File: config.mk
export PLATFORM = sky130hd
export DESIGN_NAME = half_word_bridge
export DESIGN_NICKNAME = d
export VERILOG_FILES = /design/src/rtl/hwb_pkg.sv /design/src/rtl/hwb_decode.sv /design/src/rtl/hwb_halfregs.sv /design/src/rtl/hwb_resp.sv /design/src/rtl/half_word_bridge.sv
export SDC_FILE = /design/constraint.sdc
export NUM_CORES = 1
export LEC_CHECK = 0
export ABC_AREA = 1
export CORE_MARGIN = 2
export CORE_UTILIZATION = 39
export DETAILED_ROUTE_END_ITERATION = 10
export PLACE_DENSITY = 0.78
export SYNTH_ARGS = -nofsm -noshare
export SYNTH_HDL_FRONTEND = slang
export SYNTH_HIERARCHICAL = 1
export SYNTH_SLANG_ARGS = --single-unit
File: constraint.sdc
create_clock -name clk -period 2 [get_ports clk]
set_clock_uncertainty 0.2 [all_clocks]
set_input_delay 0.2 -clock clk [delete_from_list [all_inputs] [get_ports clk]]
set_output_delay 0.2 -clock clk [all_outputs]
set_load 0.005 [all_outputs]
File: src/rtl/hwb_pkg.sv
package hwb_pkg;
  typedef enum logic [1:0] {
    SZ_BYTE = 2'd0,
    SZ_HALF = 2'd1,
    SZ_WORD = 2'd2,
    SZ_RSVD = 2'd3
  } xfer_size_e;

  typedef enum logic [2:0] {
    OP_IDLE,
    OP_WORD,
    OP_HW_STAGE,
    OP_HW_COMMIT,
    OP_HR_FETCH,
    OP_HR_UPPER,
    OP_BADW
  } bridge_op_e;
endpackage

File: src/rtl/hwb_decode.sv
module hwb_decode
  import hwb_pkg::*;
(
  input  logic       valid,
  input  logic       we,
  input  logic [1:0] size,
  input  logic       upper,
  output bridge_op_e op
);
  always_comb begin
    op = OP_IDLE;
    if (valid) begin
      unique case (size)
        SZ_WORD: op = OP_WORD;
        SZ_HALF: begin
          if (we) op = upper ? OP_HW_COMMIT : OP_HW_STAGE;
          else    op = upper ? OP_HR_UPPER  : OP_HR_FETCH;
        end
        default: op = OP_BADW;
      endcase
    end
  end
endmodule

File: src/rtl/hwb_halfregs.sv
module hwb_halfregs #(
  parameter int HW = 16
) (
  input  logic          clk,
  input  logic          rst,
  input  logic          stage_en,
  input  logic [HW-1:0] stage_d,
  input  logic          latch_en,
  input  logic [HW-1:0] latch_d,
  output logic [HW-1:0] stage_q,
  output logic [HW-1:0] latch_q
);
  always_ff @(posedge clk) begin
    if (rst) begin
      stage_q <= '0;
      latch_q <= '0;
    end else begin
      if (stage_en) stage_q <= stage_d;
      if (latch_en) latch_q <= latch_d;
    end
  end
endmodule

File: src/rtl/hwb_resp.sv
module hwb_resp #(
  parameter int DW = 32
) (
  input  logic          clk,
  input  logic          rst,
  input  logic          valid_d,
  input  logic          err_d,
  input  logic [DW-1:0] rdata_d,
  output logic          valid_q,
  output logic          err_q,
  output logic [DW-1:0] rdata_q
);
  always_ff @(posedge clk) begin
    if (rst) begin
      valid_q <= 1'b0;
      err_q   <= 1'b0;
      rdata_q <= '0;
    end else begin
      valid_q <= valid_d;
      err_q   <= err_d;
      rdata_q <= rdata_d;
    end
  end

  AST_ERR_NEEDS_VALID: assert property (@(posedge clk) disable iff (rst)
    err_q |-> valid_q);
endmodule

File: src/rtl/half_word_bridge.sv
module half_word_bridge
  import hwb_pkg::*;
#(
  parameter int AW = 12,
  parameter int DW = 32
) (
  input  logic          clk,
  input  logic          rst,
  input  logic          up_valid,
  input  logic          up_we,
  input  logic [1:0]    up_size,
  input  logic [AW-1:0] up_addr,
  input  logic [DW-1:0] up_wdata,
  output logic          rsp_valid,
  output logic          rsp_err,
  output logic [DW-1:0] rsp_rdata,
  output logic          dn_req,
  output logic          dn_we,
  output logic [AW-1:0] dn_addr,
  output logic [DW-1:0] dn_wdata,
  input  logic [DW-1:0] dn_rdata
);
  localparam int HW = DW / 2;

  bridge_op_e    op;
  logic [HW-1:0] stage_q, latch_q;
  logic [AW-1:0] word_addr;
  logic [DW-1:0] rd_next;
  logic          err_next;

  assign word_addr = {up_addr[AW-1:2], 2'b00};

  hwb_decode u_dec (
    .valid (up_valid),
    .we    (up_we),
    .size  (up_size),
    .upper (up_addr[1]),
    .op    (op)
  );

  hwb_halfregs #(.HW(HW)) u_regs (
    .clk      (clk),
    .rst      (rst),
    .stage_en (op == OP_HW_STAGE),
    .stage_d  (up_wdata[HW-1:0]),
    .latch_en (op == OP_HR_FETCH),
    .latch_d  (dn_rdata[DW-1:HW]),
    .stage_q  (stage_q),
    .latch_q  (latch_q)
  );

  always_comb begin
    dn_req   = 1'b0;
    dn_we    = 1'b0;
    dn_addr  = up_addr;
    dn_wdata = up_wdata;
    rd_next  = '0;
    err_next = 1'b0;
    unique case (op)
      OP_WORD: begin
        dn_req  = 1'b1;
        dn_we   = up_we;
        rd_next = up_we ? '0 : dn_rdata;
      end
      OP_HW_COMMIT: begin
        dn_req   = 1'b1;
        dn_we    = 1'b1;
        dn_addr  = word_addr;
        dn_wdata = {up_wdata[HW-1:0], stage_q};
      end
      OP_HR_FETCH: begin
        dn_req  = 1'b1;
        dn_addr = word_addr;
        rd_next = {{HW{1'b0}}, dn_rdata[HW-1:0]};
      end
      OP_HR_UPPER: rd_next = {{HW{1'b0}}, latch_q};
      OP_BADW:     err_next = 1'b1;
      default: ;
    endcase
  end

  hwb_resp #(.DW(DW)) u_resp (
    .clk     (clk),
    .rst     (rst),
    .valid_d (up_valid),
    .err_d   (err_next),
    .rdata_d (rd_next),
    .valid_q (rsp_valid),
    .err_q   (rsp_err),
    .rdata_q (rsp_rdata)
  );

  AST_RSP_FOLLOWS_REQ: assert property (@(posedge clk) disable iff (rst)
    up_valid |=> rsp_valid);
  AST_NO_SPURIOUS_RSP: assert property (@(posedge clk) disable iff (rst)
    !up_valid |=> !rsp_valid);
  AST_WORD_PASSES: assert property (@(posedge clk) disable iff (rst)
    (up_valid && up_size == SZ_WORD) |-> (dn_req && dn_addr == up_addr && dn_we == up_we));
  AST_STAGE_SILENT: assert property (@(posedge clk) disable iff (rst)
    (up_valid && up_we && up_size == SZ_HALF && !up_addr[1]) |-> !dn_req);
  AST_COMMIT_ALIGNED: assert property (@(posedge clk) disable iff (rst)
    (up_valid && up_we && up_size == SZ_HALF && up_addr[1]) |-> (dn_req && dn_we && dn_addr[1:0] == 2'b00));
  AST_UPPER_SILENT: assert property (@(posedge clk) disable iff (rst)
    (up_valid && !up_we && up_size == SZ_HALF && up_addr[1]) |-> !dn_req);
  AST_BADW_SILENT: assert property (@(posedge clk) disable iff (rst)
    (up_valid && (up_size == SZ_BYTE || up_size == SZ_RSVD)) |-> !dn_req);
  AST_ERR_FROM_BADW: assert property (@(posedge clk) disable iff (rst)
    rsp_err |-> $past(up_valid && (up_size == SZ_BYTE || up_size == SZ_RSVD)));
  AST_LATCH_HOLDS: assert property (@(posedge clk) disable iff (rst)
    !(up_valid && !up_we && up_size == SZ_HALF && !up_addr[1]) |=> $stable(latch_q));
  AST_STAGE_HOLDS: assert property (@(posedge clk) disable iff (rst)
    !(up_valid && up_we && up_size == SZ_HALF && !up_addr[1]) |=> $stable(stage_q));
endmodule

==> results.md, run 1 <==
* Max_cap viols at 0
* Synth Area in Compound Gates at 0.05137
* DR vias at 3860
* CTS Buffer Depth at 2
* Gr ovfl total at 0
* Iter 0 DRT Violations at roughly 220
* Die ar. at slightly above 10000 um^2
* # placed instances at 845
* Distinct cells, synth at 26
* First-pass GRT wire length at approximately 17000 um
* Placed inst area at around 5100 um^2
* Min Hold Slack at 0.04943 ns
* Fraction of the mapped netlist area in simple logic gates at 0.3613
* GPL Wtd Cong at 0.7816
* Worst slew pin tran at ~0.64 ns
* Synth warn at 6
* Max Fclk at approximately 510 MHz
* Clock Pin Slew Worst Setup and Hold Paths at roughly 0.060 ns
* Post-DR vias/cell at approximately 4.4
* CP Capture Type: output pin
* Number of port buffers at around 140
* Placement Rows at 35
* Layout area overhead at 47.31%
* Status: completed
* Initial antenna violation count at 0
* H-tree lvl count at 3
* CP required at 1.60 ns
* Final Hold Viols at 0
* Hold Path Class: in -> reg
* Worst-Skew Late Latency at ~0.33 ns
* Vias in the first global route at approximately 3500
* Post-route insts no fill at 870
* CTS tree: built
* First-pass iteration count of the detailed router at 5
* Arr. time, crit path at about 1.6 ns
* Crit path kind: in -> out
* CP Max Fanout at 4
* Io pins at around 160
* Design Power at roughly 3200 uW
* Drt total wl at 10380 um
* Tot GR Track Use at 0.2025
* RSZ-0062 raised after global routing: yes
* Post-synthesis sequential area ratio at 0.3569
* Cell Area, Synth at 3702 um^2
* Fin nets at 823
* Initial Utilization at 0.4007
* Max transition margin at 0.5729
* VDD IR max at slightly below 0.4 mV
* Final setup viols at 0
* Post-Synth XOR/XNOR Area at 0
* Mux cell area share after synthesis at 0
* Per-cell routed wire length at about 12 um
* Syn_nets at roughly 680
* Core Area at a little over 9000 um^2
* Largest family of logic cells by synthesized area: simple AND/OR/NAND/NOR gates
* Chip height at just over 100 um
* Drt drc at 0
* Synthesized instance count at 598
* Detail Route Antenna Nets at 0
* Die W at 101.4 um
* Share of layout cells above drive strength 1 at 0.1633
* Avg Inst Size Synth at 6.191 um^2
* Leak pwr at about 0.0026 uW
* Largest net degree at the start of global routing at 35
* Clk sinks at 66
* N_diodes at 0
* Final period utilization at 0.9849
* Power density over cell area at 582.4 nW/um^2
* Synth Area in Adders at 0.01014
* Dpl hpwl at 7193 um
* Clk Tree Root Cell: clkbuf_8
* Fin util at 0.5903
* Crit path time final at 1.970 ns
* Cell area after layout at 5454 um^2
* Hold buffer count at CTS at 0
* Total CTS buffers at 9
* Number of synthesized register bits at between 60 and 70
* Max-slew violation count at 0
* Startpoint types: input pin
-- Yosys cell counts, drive strengths merged --
| library cell | count | area, um^2 |
|---|---|---|
| buf | 37 | 310.3 |
| inv | 126 | 478.0 |
| nand3 | 65 | 330.3 |
| nor3 | 2 | 10.01 |
| ha | 3 | 37.54 |
| a21oi | 2 | 10.01 |
| clkinv | 1 | 3.750 |
| dfxtp | 66 | 1321 |
| nor2 | 137 | 534.3 |
| nand2 | 119 | 456.7 |
| nand4 | 1 | 6.260 |
| clkbuf | 6 | 23.77 |
| o21ai | 33 | 180.2 |
-- power breakdown --
group / leakage [uW] / internal [uW] / switching (uW) / total [uW]
combinational: 0.00201 / 352 / 363 / 715
clock: 0.0000918 / 556 / 486 / 1040
sequential: 0.000539 / 1380 / 35.0 / 1420
-- routing by layer --
layer | GRT usage | vias up | routed length [um]
met5 | 0 | - | 0
met4 | 0.07173 | 0 | 148
met3 | 0.05245 | 10 | 634
met2 | 0.3138 | 125 | 4841
met1 | 0.2736 | 1699 | 4753
li1 | - | 2026 | -
-- final cells by class --
class / count / area, um^2
clock buffers: 10 / 127.6
clock inverters: 4 / 45.04
flip-flops and latches: 66 / 1321
multi-input cells: 363 / 1724
fillers: 886 / 3786
inverters: 127 / 491.7
repair buffers: 171 / 1583
well taps: 129 / 161.4
-- sequential cells by signal, indices dropped and copies added, names as in the netlist --
register        count
u_resp/rdata_q     32
u_regs/latch_q     16
u_regs/stage_q     16
u_resp/err_q        1
u_resp/valid_q      1
-- worst max-delay path, stage by stage --
cell and delay, ns:
buf_8 0.11, inv_4 0.05, ha_4 0.19, nor2_4 0.11
nand2_4 0.06, nor2_4 0.12, buf_6 0.13, buf_6 0.10
inv_4 0.03, nor2_4 0.12, nand2_4 0.07, o21ai_2 0.13
buf_2 0.14
-- kinds of logic after synthesis --
family / after synthesis
AOI/OAI and AO/OA: 35
and+or+nand+nor: 324
adders and majority gates: 3
buffers and inverters: 170
DFF: 66
-- metrics by stage --
stage	TNS, ns	worst slack [ns]
after global routing	-0.04743	-0.03844
after global placement	-61.22	-0.8297
after floorplan	0	0.04871
final	0	0.03014
after CTS	-0.01120	-0.01120
after detailed placement	-65.64	-0.9532
-- path summary, 6_finish.rpt --
| kind | from | to | slack [ns] | cells past startpoint |
|---|---|---|---|---|
| worst max-delay path | up_size[0] | dn_we | 0.03 | 13 |
| worst min-delay path | up_valid | u_resp/valid_q | 0.05 | 3 |
| worst max register to register | u_regs/latch_q[7] | u_resp/rdata_q[7] | 1.07 | 4 |
| worst min register to register | u_regs/stage_q[14] | u_regs/stage_q[14] | 0.27 | 2 |
-- cell usage in the layout (no fill, tap or decap), drive strengths merged --
cell,count
nor2,137
inv,126
nand2,119
clkdlybuf4s50,100
dfxtp,66
nand3,65
buf,64
o21ai,33
clkbuf,14
clkinv,4
nor3,3
ha,3
clkdlybuf4s15,2
a21oi,2
nand4,1
bufinv,1
dlygate4sd2,1
-- timing repair --
item | in CTS | in global routing
pin swaps | 8 | 8
gates cloned | 3 | 1
setup endpoints to repair | 100 | 49
gates resized for setup | 185 | 24
setup buffers | 7 | 0
No activity file was read; power rests on OpenSTA's default activity.
==> run 2: changes to the inputs <==
--- a/config.mk
+++ b/config.mk
@@ -9,6 +9,7 @@
 export CORE_MARGIN = 2
 export CORE_UTILIZATION = 39
 export DETAILED_ROUTE_END_ITERATION = 10
+export GPL_TIMING_DRIVEN = 0
 export PLACE_DENSITY = 0.78
 export SYNTH_ARGS = -nofsm -noshare
 export SYNTH_HDL_FRONTEND = slang
==> run 2 against run 1 <==
  * The flow now finishes with violations (negative setup slack)
  * Clock power decreased by 4%
  * Non-clock buffer count increased by 49
  * Sequential cell count unchanged
  * Fmax shrank 2.7%
  * Worst hold slack gained 0.22 ns
  * Register-to-register slack worse by 0.06 ns
  * Worst setup slack worse by 0.054 ns
  * First-iteration DRC count fell by 7.9%
  * Sequential power about the same
  * Combinational power rose by 12%
  * Final area is 7.8% higher
  * Power is 1.3% higher
  * Largest cell class is now buffers
  * Largest power group unchanged
==> results.md, run 2 (synthesis gave the netlist of run 1 again) <==
* Tot GR Track Use at 0.2159
* Post-route insts no fill at slightly above 900
* Leak pwr at ~0.0028 uW
* Crit path cell chain: buf_8 -> inv_4 -> ha_4 -> nand2_4 -> buf_6 -> a21oi_4 -> nand3_4 -> buf_8 -> buf_6 -> buf_6 -> nand2_2 -> o21ai_2 -> buf_2
* Fin util at 0.6366
* Startpoint types: input pin
* Clk sinks at 66
* Die W at 101.4 um
* Max-slew violation count at 0
* Clock Pin Slew Worst Setup and Hold Paths at about 0.060 ns
* Core Area at just over 9000 um^2
* # placed instances at between 800 and 900
* CP max-delay cell: a21oi_4
* Worst-Skew Late Latency at around 0.34 ns
* Placement Rows at 35
* Worst slew pin tran at approximately 0.52 ns
* Commonest cells after routing, fill and taps aside: nor2_1 (130), inv_1 (119), clkdlybuf4s50_1 (110)
* Clk Tree Root Cell: clkbuf_8
* CP Max Fanout at 6
* CP max stage delay at roughly 0.19 ns
* N_diodes at 0
* Register bank with the most flops: u_resp/rdata_q
* Layout area overhead at 58.87%
* DR vias at roughly 4100
* Max Fclk at roughly 490 MHz
* Initial antenna violation count at 0
* VDD IR max at approximately 0.44 mV
* CP Capture Type: output pin
* Hold Path Class: reg -> reg
* CTS Buffer Depth at 2
* Largest net degree at the start of global routing at 12
* Power density over cell area at about 550 nW/um^2
* Share of layout cells above drive strength 1 at 0.2127
* Status: complete, but fails checks
* Violated checks: negative setup slack
* Setup_tns at -0.06951 ns
* Total CTS buffers at 9
* GPL Wtd Cong at roughly 0.84
* Iter 0 DRT Violations at ~200
* Vias in the first global route at between 3000 and 4000
* Max_cap viols at 0
* Largest registers: u_resp/rdata_q (32), u_regs/latch_q (16), u_regs/stage_q (16)
* CP required at about 1.6 ns
* Crit path time final at between 2 and 2.5 ns
* Chip height at about 100 um
* Setup ws final at -0.02416 ns
* H-tree lvl count at 3
* First-pass GRT wire length at between 15000 and 20000 um
* Max transition margin at 0.6547
* WHS Path Cells at 2
* Io pins at between 150 and 200
* Max reg flops at 32
* Gr ovfl total at 0
* Final setup viols at 9
* Drt total wl at 11140 um
* CTS tree: built
* Drt drc at 0
* Number of port buffers at about 150
* Min Hold Slack at approximately 0.27 ns
* Crit path kind: in -> out
* Fin nets at around 870
* Dpl hpwl at 8218 um
* Initial Utilization at 0.4007
* Per-cell routed wire length at 12.12 um
* Most common cell after layout, fill and taps aside: nor2_1
* R2R depth at 4
* Final period utilization at 1.012
* Arr. time, crit path at 1.62 ns
* Final Hold Viols at 0
* RSZ-0062 raised after global routing: yes
* Detail Route Antenna Nets at 0
* Die ar. at around 10000 um^2
* CP most frequent cell: buf_6
* First-pass iteration count of the detailed router at 5
* Post-DR vias/cell at roughly 4.5
run 2: cell count changes in the layout (fill, tap and decap cells not counted), sizes merged, moves of 2 or more:
cell | before | now
clkbuf | 14 | 25
clkinvlp | 0 | 3
clkdlybuf4s50 | 100 | 110
clkinv | 4 | 2
buf | 64 | 91
run 2: area by class of cell:
| type | instances | area (um^2) |
|---|---|---|
| plain buffers | 42 | 370.4 |
| clock buffers | 11 | 151.4 |
| clock inverters | 4 | 27.53 |
| fillers | 826 | 3358 |
| inverters | 127 | 489.2 |
| multi-input cells | 362 | 1743 |
| flip-flops and latches | 66 | 1321 |
| well taps | 129 | 161.4 |
| repair buffers | 178 | 1618 |
run 2: power breakdown:
part	total, uW	switching, uW	internal, uW
registers	1420	32.5	1380
logic	804	389	415
clock network	997	490	507
run 2: through the flow:
| stage | total power, uW | setup WS, ns | cell area, um^2 |
|---|---|---|---|
| final | 3218 | -0.02416 | 5882 |
| after global routing | 3391 | -0.08154 | 5882 |
| after CTS | 3221 | 0.007999 | 5806 |
| after detailed placement | 2201 | -1.192 | 5380 |
| after global placement | 2181 | -1.156 | 5380 |
| after floorplan | 1816 | 0.04871 | 3707 |
run 2: critical path, delay by kind of cell:
kind | cells | cell delay (ns)
buffers and inverters | 7 | 0.82
AOI/OAI and AO/OA | 2 | 0.25
and+or+nand+nor | 3 | 0.22
adders and majority gates | 1 | 0.14
run 2: final timing paths:
check / from / to / slack [ns]
max: up_size[1] / dn_wdata[15] / -0.02
min: u_regs/stage_q[6] / u_regs/stage_q[6] / 0.27
max reg2reg: u_regs/latch_q[15] / u_resp/rdata_q[15] / 1.01
min reg2reg: u_regs/stage_q[6] / u_regs/stage_q[6] / 0.27
run 2: layer usage:
| layer | up-vias | track usage | share of wire |
|---|---|---|---|
| li1 | 2125 | - | - |
| met1 | 1860 | 0.2675 | 0.42 |
| met2 | 150 | 0.3800 | 0.50 |
| met3 | 8 | 0.05038 | 0.075 |
| met4 | 0 | 0.05094 | 0.0088 |
| met5 | - | 0 | 0 |
run 2: what timing repair did:
item,in CTS,in global routing
cloned,3,1
endpoints found under the setup margin,95,52
gates resized for setup,181,47
pin swaps,11,7
hold endpoints to repair,1,0
hold buffers,1,0
buffers inserted,17,6
